`src/rtl/sstat_pkg.sv`:
```
// Package: shared constants for the serial status combiner.
// Assumes the read word packs four equal-width fields of N_CH bits each,
// lowest field first: busy, flag, enable, select.
package sstat_pkg;
    typedef enum logic [1:0] {
        FLD_BUSY = 2'd0,
        FLD_FLAG = 2'd1,
        FLD_IEN  = 2'd2,
        FLD_SEL  = 2'd3
    } sstat_field_e;

    localparam int unsigned FIELD_COUNT = 4;

    // Lowest bit of a field for a given channel count.
    function automatic int unsigned field_lsb(input sstat_field_e f, input int unsigned n_ch);
        return int'(f) * n_ch;
    endfunction
endpackage

```
`src/rtl/sstat_chan.sv`:
```
// Module: per-channel busy and completion-flag state.
// Busy sets on start and clears on done, with start winning a tie.
// The flag sets on done and clears on a software clear, with done winning a tie.
// Assumes strobes are single-cycle and synchronous to clk.
module sstat_chan (
    input  logic clk,
    input  logic rst_n,
    input  logic start,
    input  logic done,
    input  logic clr,
    output logic busy,
    output logic flag
);
    // Busy tracking: a start takes priority over a done in the same cycle.
    always_ff @(posedge clk) begin
        if (!rst_n)     busy <= 1'b0;
        else if (start) busy <= 1'b1;
        else if (done)  busy <= 1'b0;
    end

    // Completion flag: a done takes priority over a clear in the same cycle.
    always_ff @(posedge clk) begin
        if (!rst_n)    flag <= 1'b0;
        else if (done) flag <= 1'b1;
        else if (clr)  flag <= 1'b0;
    end

    p_start_sets_busy_r3: assert property (@(posedge clk) disable iff (!rst_n)
        start |=> busy);
    p_done_clears_busy_r3: assert property (@(posedge clk) disable iff (!rst_n)
        (done && !start) |=> !busy);
    p_done_sets_flag_r4: assert property (@(posedge clk) disable iff (!rst_n)
        done |=> flag);
    p_flag_holds_r4: assert property (@(posedge clk) disable iff (!rst_n)
        (!done && !clr) |=> $stable(flag));
    p_clear_flag_r5: assert property (@(posedge clk) disable iff (!rst_n)
        (clr && !done) |=> !flag);
    p_set_wins_r6: assert property (@(posedge clk) disable iff (!rst_n)
        (clr && done) |=> flag);
endmodule

```
`src/rtl/sstat_ctrl_reg.sv`:
```
// Module: software-written output-select and interrupt-enable fields.
// Assumes the top has already extracted the fields from the write word.
module sstat_ctrl_reg #(
    parameter int unsigned N_CH = 4
) (
    input  logic            clk,
    input  logic            rst_n,
    input  logic            wr,
    input  logic [N_CH-1:0] wr_sel,
    input  logic [N_CH-1:0] wr_ien,
    output logic [N_CH-1:0] sel,
    output logic [N_CH-1:0] ien
);
    // Load both fields on every write.
    always_ff @(posedge clk) begin
        if (!rst_n) begin
            sel <= '0;
            ien <= '0;
        end else if (wr) begin
            sel <= wr_sel;
            ien <= wr_ien;
        end
    end

    p_sel_loads_r2: assert property (@(posedge clk) disable iff (!rst_n)
        wr |=> (sel == $past(wr_sel)));
    p_ien_loads_r2: assert property (@(posedge clk) disable iff (!rst_n)
        wr |=> (ien == $past(wr_ien)));
    p_ctrl_holds_r2: assert property (@(posedge clk) disable iff (!rst_n)
        !wr |=> ($stable(sel) && $stable(ien)));
endmodule

```
`src/rtl/sstat_pin_merge.sv`:
```
// Module: wired-OR merge of the selected channels onto shared pins.
// Each of the N_SIG signal groups produces one pin. Purely combinational.
module sstat_pin_merge #(
    parameter int unsigned N_CH  = 4,
    parameter int unsigned N_SIG = 3
) (
    input  logic [N_CH-1:0]            sel,
    input  logic [N_SIG-1:0][N_CH-1:0] sig_in,
    output logic [N_SIG-1:0]           pin_out
);
    for (genvar s = 0; s < N_SIG; s++) begin : g_sig
        // OR every selected channel's copy of signal s.
        always_comb pin_out[s] = |(sig_in[s] & sel);
    end
endmodule

```
`src/rtl/sstat_combiner.sv`:
```
// Module: top of the serial status and pin combiner.
// It holds the register word, instantiates the per-channel state, raises the
// combined interrupt and merges the selected channel outputs onto the pins.
// Assumes 4*N_CH <= DATA_W. Reads are combinational and have no side effects.
module sstat_combiner
    import sstat_pkg::*;
#(
    parameter int unsigned N_CH   = 4,
    parameter int unsigned DATA_W = 32
) (
    input  logic              clk,
    input  logic              rst_n,
    input  logic              reg_wr,
    input  logic [DATA_W-1:0] reg_wdata,
    output logic [DATA_W-1:0] reg_rdata,
    input  logic [N_CH-1:0]   ch_start,
    input  logic [N_CH-1:0]   ch_done,
    input  logic [N_CH-1:0]   ch_frm,
    input  logic [N_CH-1:0]   ch_sck,
    input  logic [N_CH-1:0]   ch_sdo,
    output logic              pin_frm,
    output logic              pin_sck,
    output logic              pin_sdo,
    output logic              irq
);
    localparam int unsigned BUSY_LSB = field_lsb(FLD_BUSY, N_CH);
    localparam int unsigned FLAG_LSB = field_lsb(FLD_FLAG, N_CH);
    localparam int unsigned IEN_LSB  = field_lsb(FLD_IEN, N_CH);
    localparam int unsigned SEL_LSB  = field_lsb(FLD_SEL, N_CH);
    localparam int unsigned USED_W   = FIELD_COUNT * N_CH;
    localparam int unsigned N_SIG    = 3;

    logic [N_CH-1:0] busy, flag, sel, ien;
    logic [N_SIG-1:0][N_CH-1:0] sig_bus;
    logic [N_SIG-1:0] pins;

    sstat_ctrl_reg #(.N_CH(N_CH)) u_ctrl (
        .clk    (clk),
        .rst_n  (rst_n),
        .wr     (reg_wr),
        .wr_sel (reg_wdata[SEL_LSB +: N_CH]),
        .wr_ien (reg_wdata[IEN_LSB +: N_CH]),
        .sel    (sel),
        .ien    (ien)
    );

    for (genvar c = 0; c < N_CH; c++) begin : g_ch
        sstat_chan u_chan (
            .clk   (clk),
            .rst_n (rst_n),
            .start (ch_start[c]),
            .done  (ch_done[c]),
            .clr   (reg_wr && reg_wdata[FLAG_LSB + c]),
            .busy  (busy[c]),
            .flag  (flag[c])
        );
    end

    // Group the channel outputs by signal kind for the merge.
    always_comb begin
        sig_bus[0] = ch_frm;
        sig_bus[1] = ch_sck;
        sig_bus[2] = ch_sdo;
    end

    sstat_pin_merge #(.N_CH(N_CH), .N_SIG(N_SIG)) u_merge (
        .sel     (sel),
        .sig_in  (sig_bus),
        .pin_out (pins)
    );

    // Drive the shared pins from the merged vector.
    always_comb begin
        pin_frm = pins[0];
        pin_sck = pins[1];
        pin_sdo = pins[2];
    end

    // Combined interrupt from the enabled flags.
    always_comb irq = |(flag & ien);

    // Assemble the read word; unused upper bits read 0.
    always_comb begin
        reg_rdata = '0;
        reg_rdata[BUSY_LSB +: N_CH] = busy;
        reg_rdata[FLAG_LSB +: N_CH] = flag;
        reg_rdata[IEN_LSB  +: N_CH] = ien;
        reg_rdata[SEL_LSB  +: N_CH] = sel;
    end

    p_reserved_zero_r9: assert property (@(posedge clk) disable iff (!rst_n)
        reg_rdata[DATA_W-1:USED_W] == '0);
    p_irq_needs_flag_r7: assert property (@(posedge clk) disable iff (!rst_n)
        irq |-> (flag != '0));
    p_busy_write_ignored_r9: assert property (@(posedge clk) disable iff (!rst_n)
        (ch_start == '0 && ch_done == '0) |=> $stable(busy));
endmodule

```
`config.mk`:
```
export PLATFORM = sky130hd
export DESIGN_NAME = sstat_combiner
export DESIGN_NICKNAME = d
export VERILOG_FILES = /design/src/rtl/sstat_pkg.sv /design/src/rtl/sstat_chan.sv /design/src/rtl/sstat_ctrl_reg.sv /design/src/rtl/sstat_pin_merge.sv /design/src/rtl/sstat_combiner.sv
export SDC_FILE = /design/constraint.sdc
export NUM_CORES = 1
export LEC_CHECK = 0
export CORE_UTILIZATION = 27
export DETAILED_ROUTE_END_ITERATION = 6
export PLACE_DENSITY = 0.79
export SLEW_MARGIN = 20
export SYNTH_ARGS = -nofsm -noshare
export SYNTH_HDL_FRONTEND = slang
export SYNTH_HIERARCHICAL = 1
export SYNTH_SLANG_ARGS = --single-unit
```
`constraint.sdc`:
```
create_clock -name clk -period 1 [get_ports clk]
set_input_delay 0.25 -clock clk [delete_from_list [all_inputs] [get_ports clk]]
set_output_delay 0.25 -clock clk [all_outputs]
set_load 0.02 [all_outputs]
```
* Word level (Yosys, flattened, before mapping)
Cells that the tools add are included.
** Word-level totals
- Flip-flop bits (word level) :: 16
- Input bits :: 55
- Output and inout port bits :: 36
- Word-level logic and storage cells :: 46
** Cells by class
- Muxes and demuxes :: 16
- Bitwise gates (word level) :: 4
- Reductions and logical operators :: 16
** Operator list (count)
- AND 4 bit :: 4
- two-way mux 1 bit :: 16
- nonzero test 2 bit :: 8
- OR reduction 4 bit :: 4
- logical AND 1 bit :: 4

* Depth between registers and ports, before layout
Gate-level depths: netlist (run 1).
- Depth after elaboration :: 3
- Depth in mapped cells :: 3

* Hierarchy
Netlist (run 1), hierarchy kept.
** By module, submodules not included
- sstat_ctrl_reg :: times used 1, cells an instance 25, area an instance 301.5 um^2, sequential area each 160.2 um^2
- sstat_chan :: times used 4, cells an instance 6, area an instance 75.1 um^2, sequential area each 40.0 um^2
- sstat_combiner :: times used 1, cells an instance 24, area an instance 167.7 um^2, sequential area each 0.0 um^2
- sstat_pin_merge :: times used 1, cells an instance 9, area an instance 56.3 um^2, sequential area each 0.0 um^2

* Worst setup path before layout (run 1)
Ideal clock, no wire load.
- Path type :: register to output
- From :: reg u_ctrl.sel[0]
- To :: out pin_sck
- Arrival :: 0.779 ns
- Path slack :: -0.029 ns
- Cell stages (with the launch flop) :: 3
- Cells stage by stage :: dfxtp_1 -> a22oi_1 -> nand2_1
** Between the ends
- Longest elaborated chain between the ends :: 2
** Ends and longest elaborated chain
- start, declared :: RTL line sstat_ctrl_reg.sv:11 : output logic [N_CH-1:0] sel,
- start signal, assigned :: RTL line sstat_ctrl_reg.sv:20 : sel <= wr_sel;
- AND 4 bit :: RTL line sstat_pin_merge.sv:13 : always_comb pin_out[s] = |(sig_in[s] & sel);
- OR reduction 4 bit :: RTL line sstat_pin_merge.sv:13
- end, declared :: RTL line sstat_combiner.sv:22 : output logic pin_sck,
No other way between the ends.

* Worst setup path after layout (run 1)
- From :: in ch_sck[0]
- To :: out pin_sck
** Between the ends
- Longest elaborated chain between the ends :: 2
** Ends and longest elaborated chain
- start, declared :: RTL line sstat_combiner.sv:19 : input logic [N_CH-1:0] ch_sck,
- AND 4 bit :: RTL line sstat_pin_merge.sv:13
- OR reduction 4 bit :: RTL line sstat_pin_merge.sv:13
No other way between the ends.

==> impl_metrics.json, run 1 <==
{
  "synth_area_leader_cell": "dfxtp_1",
  "syn_to_final_growth_pct": 93.0,
  "hpwl_mm": 1.65,
  "report.power.total_w": 0.00176,
  "final_max_slew_viol_count": 0,
  "final_cell_area_mm2": 0.00159,
  "avgViaCountPerCell": 4.35,
  "grt.total_usage_pct": 13.7,
  "clk_pin_slew_ns": 0.10,
  "comb_power_share_pct": 34.2,
  "io_buffers": 54,
  "ys_ff_latch": 16,
  "layout_min_cycle_time_ns": 1.31,
  "clock_skew_ns": 0,
  "synth_top_area_share_pct": 38.8,
  "yosysSeqAreaShare_pct": 38.8,
  "cts.sinks": 16,
  "violations": "design-rule violations, negative setup slack",
  "io_pins": 91,
  "clkPwrFrac_pct": 24.7,
  "hold_violations": 0,
  "synthCells": 82,
  "start_kind": "primary input",
  "cts_made_buffers": 3,
  "drt_pass1_iterations": 5,
  "grt_pass1_vias": 844,
  "grt_max_degree": 11,
  "die-width_um": 57.3,
  "first_iter_violations": 24,
  "fmax_mhz": 766,
  "fin_ws_ns": -0.305,
  "synth.avg_cell_area_um2": 10.1,
  "cts_tree": "built",
  "start_util_pct": 29.2,
  "stdcell_count": 184,
  "antennaDiodeCount": 0,
  "wl_per_cell_um": 11.5,
  "p_leak_nw": 0.720,
  "h-tree-depth": 1,
  "hp-start": "ch_start[2]",
  "placed_area_mm2": 0.00144,
  "fin_setup_tns_ns": -2.39,
  "die_area_mm2": 0.00328,
  "rsz0062_at_grt": "true",
  "synth_cell_types": 11,
  "antenna_found_initial": 0,
  "intPower_w": 0.00125,
  "synth_warnings": 6,
  "cap_violations": 0,
  "required_ns": 0.75,
  "synthTopCellsByArea": "dfxtp_1 (39%), buf_4 (15%), mux2i_1 (9.7%)",
  "final_cell_mix": "buf_6 (29), clkdlybuf4s50_1 (27), conb_1 (16)",
  "critPathLaunch": "ch_sck[0]",
  "power_density_mw_per_mm2": 1100,
  "drtAntennaViolNets": 0,
  "num_vias": 801,
  "dp.cells": 179,
  "netlist_area_um2": 826,
  "wirelength_mm": 2.11,
  "grt_overflow": 0,
  "nNetsFinal": 209,
  "worstSetupPathType": "in -> out",
  "rows": 19,
  "core_area_mm2": 0.00283,
  "status": "finished with violations",
  "die_h_um": 57.3,
  "worst_skew_pair.late_latency_ns": 0.28,
  "post-route-period-util_pct": 131,
  "grt_pass1_wl_mm": 3.48,
  "drive_gt1_share_pct": 43.8,
  "r2r-start": "g_ch[2].u_chan/flag$_SDFFE_PN0P_",
  "setup_violations": 16,
  "cts_buffer_depth": 2,
  "peakVddDrop_mv": 0.639,
  "clockRootBuffer": "clkbuf_4",
  "route.detailed.drc": 18,
  "hold_ws_ns": 0.554,
  "seqPwrFrac_pct": 41.1,
  "hold_class": "in -> reg",
  "p_sw_w": 0.000507,
  "cp.arrival_ns": 1.06,
  "crit_path_max_fanout": 1,
  "final_common_cell": "buf_6",
  "swShare_pct": 28.8,
  "cp-end-kind": "output port",
  "place_congestion": 0.675
}
==> critical path, stage by stage <==
cell and delay [ns]:
clkdlybuf4s50_1 0.42, a22oi_2 0.16, nand2_1 0.09, buf_6 0.14
==> layout make-up <==
cell class              count  area (µm²)
fillers                   258        1230
repair buffers             69         701
multi-input cells          64         470
flip-flops and latches     16         348
well taps                  31        38.8
clock buffers               4        36.3
==> Yosys cell counts, drive strengths merged <==
library cell and count:
a22oi 8, and2 4, buf 17, conb 1
dfxtp 16, mux2i 8, nand2 4, nor2b 16
o21a 8
==> registers in the layout (all words and copies together), names as in the netlist <==
name              flops
u_ctrl/ien            4
g_ch.u_chan/flag      4
u_ctrl/sel            4
g_ch.u_chan/busy      4
==> kinds of logic after synthesis <==
| group | after synthesis | synth area share [%] |
|---|---|---|
| and+or+nand+nor | 24 | 20.6 |
| buffers and inverters | 17 | 15.9 |
| AOI/OAI and AO/OA | 16 | 14.5 |
| DFF | 16 | 38.8 |
| muxes | 8 | 9.70 |
| other | 1 | 0.454 |
==> stage by stage <==
| step | worst slack (ns) | util, % |
|---|---|---|
| 5_1_grt | -0.367 | 56.3 |
| 4_1_cts | -0.302 | 55.8 |
| 6_report | -0.305 | 56.3 |
| 3_5_place_dp | -0.741 | 50.8 |
| 2_1_floorplan | 0.00300 | - |
| 3_3_place_gp | -0.726 | 50.8 |
==> worst paths after layout <==
| kind | endpoint | slack (ns) | cells after the start |
|---|---|---|---|
| worst max register to register | g_ch[2].u_chan/flag$_SDFFE_PN0P_ | 0.08 | 4 |
| worst min-delay path | g_ch[2].u_chan/busy$_SDFFE_PN0P_ | 0.55 | 2 |
| worst max-delay path | pin_sck | -0.31 | 4 |
| worst min register to register | u_ctrl/sel[2]$_SDFFE_PN0P_ | 0.58 | 2 |
==> metal layers <==
metal	track usage (%)	up-vias	part of all wire, %
met5	0	-	0
met4	2.09	0	0
met3	5.90	0	14
met2	27.6	60	52
met1	12.9	351	33
li1	-	390	-
==> repair_timing <==
action / in CTS / in global routing
setup endpoints to repair: 32 / 20
pin swaps: 10 / 4
hold buffers: 0 / 0
buffers inserted: 1 / 1
cloned: 0 / 0
resized for setup: 152 / 9
==> power by group through the flow <==
| stage | sequential, W | clock, W | combinational [W] |
|---|---|---|---|
| 6_report | 0.000723 | 0.000434 | 0.000601 |
| 5_1_grt | 0.000729 | 0.000491 | 0.000641 |
| 4_1_cts | 0.000724 | 0.000454 | 0.000600 |
| 3_5_place_dp | 0.000720 | 0 | 0.000562 |
| 3_3_place_gp | 0.000718 | 0 | 0.000553 |
| 2_1_floorplan | 0.000772 | 0 | 0.000235 |
Note: power is estimated with default switching activity, not from simulation.
==> inputs of run 2 (changes only) <==
--- a/config.mk
+++ b/config.mk
@@ -7,6 +7,7 @@
 export LEC_CHECK = 0
 export CORE_UTILIZATION = 27
 export DETAILED_ROUTE_END_ITERATION = 6
+export MAX_ROUTING_LAYER = met4
 export PLACE_DENSITY = 0.79
 export SLEW_MARGIN = 20
 export SYNTH_ARGS = -nofsm -noshare
==> impl_metrics.json, run 2 (synthesis results as in run 1) <==
{
  "final_max_slew_viol_count": 0,
  "cts_buffer_depth": 2,
  "report.power.total_w": 0.00176,
  "final_cell_mix": "buf_6 (29), clkdlybuf4s50_1 (27), conb_1 (16)",
  "cts_hold_buf": 0,
  "avgViaCountPerCell": 4.34,
  "nNetsFinal": 209,
  "clock_skew_ns": 0,
  "hold_class": "in -> reg",
  "cts_made_buffers": 3,
  "io_buffers": 54,
  "slowest_stage": "clkdlybuf4s50_1",
  "post-place-ws_ns": -0.741,
  "die-width_um": 57.3,
  "core_area_mm2": 0.00283,
  "grt_max_degree": 11,
  "cp_cell_sequence": "clkdlybuf4s50_1 > a22oi_2 > nand2_1 > buf_6",
  "power_density_mw_per_mm2": 1100,
  "num_vias": 799,
  "grt_pass1_wl_mm": 3.48,
  "hold_violations": 0,
  "route.detailed.drc": 18,
  "fin_ws_ns": -0.305,
  "die_h_um": 57.3,
  "wl_per_cell_um": 11.4,
  "grt_overflow": 0,
  "p_leak_nw": 0.720,
  "antennaDiodeCount": 0,
  "clockRootBuffer": "clkbuf_4",
  "required_ns": 0.75,
  "first_iter_violations": 24,
  "drtAntennaViolNets": 0,
  "max_stage_delay_ns": 0.42,
  "start_kind": "primary input",
  "grt.total_usage_pct": 14.2,
  "grt_pass1_vias": 844,
  "clk_pin_slew_ns": 0.09,
  "cap_violations": 0,
  "post-route-period-util_pct": 131,
  "worst_skew_pair.late_latency_ns": 0.28,
  "cp.arrival_ns": 1.06,
  "final_cell_area_mm2": 0.00159,
  "worstSetupPathType": "in -> out",
  "die_area_mm2": 0.00328,
  "start_util_pct": 29.2,
  "rsz0062_at_grt": "true",
  "status": "finished with violations",
  "h-tree-depth": 1,
  "fmax_mhz": 766,
  "hpwl_mm": 1.65,
  "placed_area_mm2": 0.00144,
  "cts.sinks": 16,
  "place_congestion": 0.682,
  "layout_min_cycle_time_ns": 1.31,
  "violations": "design-rule violations, negative setup slack",
  "setup_violations": 16,
  "antenna_found_initial": 0,
  "cp-end-kind": "output port",
  "io_pins": 91,
  "cts_tree": "built",
  "final_common_cell": "buf_6",
  "drive_gt1_share_pct": 43.8,
  "worst-path-buf-inv": 2,
  "crit_path_max_fanout": 1,
  "drt_pass1_iterations": 5,
  "wirelength_mm": 2.11,
  "peakVddDrop_mv": 0.638,
  "syn_to_final_growth_pct": 93.0,
  "crit_family": "buffers and inverters",
  "rows": 19
}
run 2: cell counts in the layout (fill, tap and decap cells not counted):
No cell type changed its count.
run 2: per-stage QoR:
stage | hold WS (ns) | instances | util, % | TNS [ns]
final | 0.554 | 184 | 56.3 | -2.39
after global routing | 0.545 | 184 | 56.3 | -3.33
after CTS | 0.548 | 184 | 55.8 | -2.75
after detailed placement | 0.550 | 179 | 50.8 | -11.41
after global placement | 0.539 | 179 | 50.8 | -10.90
after floorplan | 0.367 | 97 | - | 0
run 2: final cells by class:
class | count | area [µm²]
Timing Repair Buffer | 69 | 701
Clock buffer | 4 | 36.3
Fill cell | 258 | 1230
Tap cell | 31 | 38.8
Multi-Input combinational cell | 64 | 470
Sequential cell | 16 | 348
run 2: final timing paths:
kind | startpoint | slack, ns | to | depth (start not counted)
worst max register to register | g_ch[2].u_chan/flag$_SDFFE_PN0P_ | 0.08 | g_ch[2].u_chan/flag$_SDFFE_PN0P_ | 4
worst max-delay path | ch_sck[0] | -0.31 | pin_sck | 4
worst min register to register | u_ctrl/sel[2]$_SDFFE_PN0P_ | 0.58 | u_ctrl/sel[2]$_SDFFE_PN0P_ | 2
worst min-delay path | ch_start[2] | 0.55 | g_ch[2].u_chan/busy$_SDFFE_PN0P_ | 2
run 2: report_power, final:
part	total [W]	switching, W	internal [W]
Combinational	0.000601	0.000254	0.000347
Clock	0.000434	0.000213	0.000221
Sequential	0.000723	0.0000398	0.000683
Total	0.00176	0.000506	0.00125
run 2: layer usage:
metal / track usage, % / part of all wire (%) / up-vias
met2: 27.6 / 52 / 58
met1: 13.9 / 35 / 351
li1: - / - / 390
met5: - / 0 / -
met3: 4.31 / 13 / 0
met4: 2.09 / 0 / 0
run 2: repair_timing:
action | in CTS | in global routing
buffers inserted | 1 | 1
endpoints found under the hold margin | 0 | 0
pin swaps | 10 | 4
resized for setup | 152 | 9
setup endpoints to repair | 32 | 20
cloned | 0 | 0
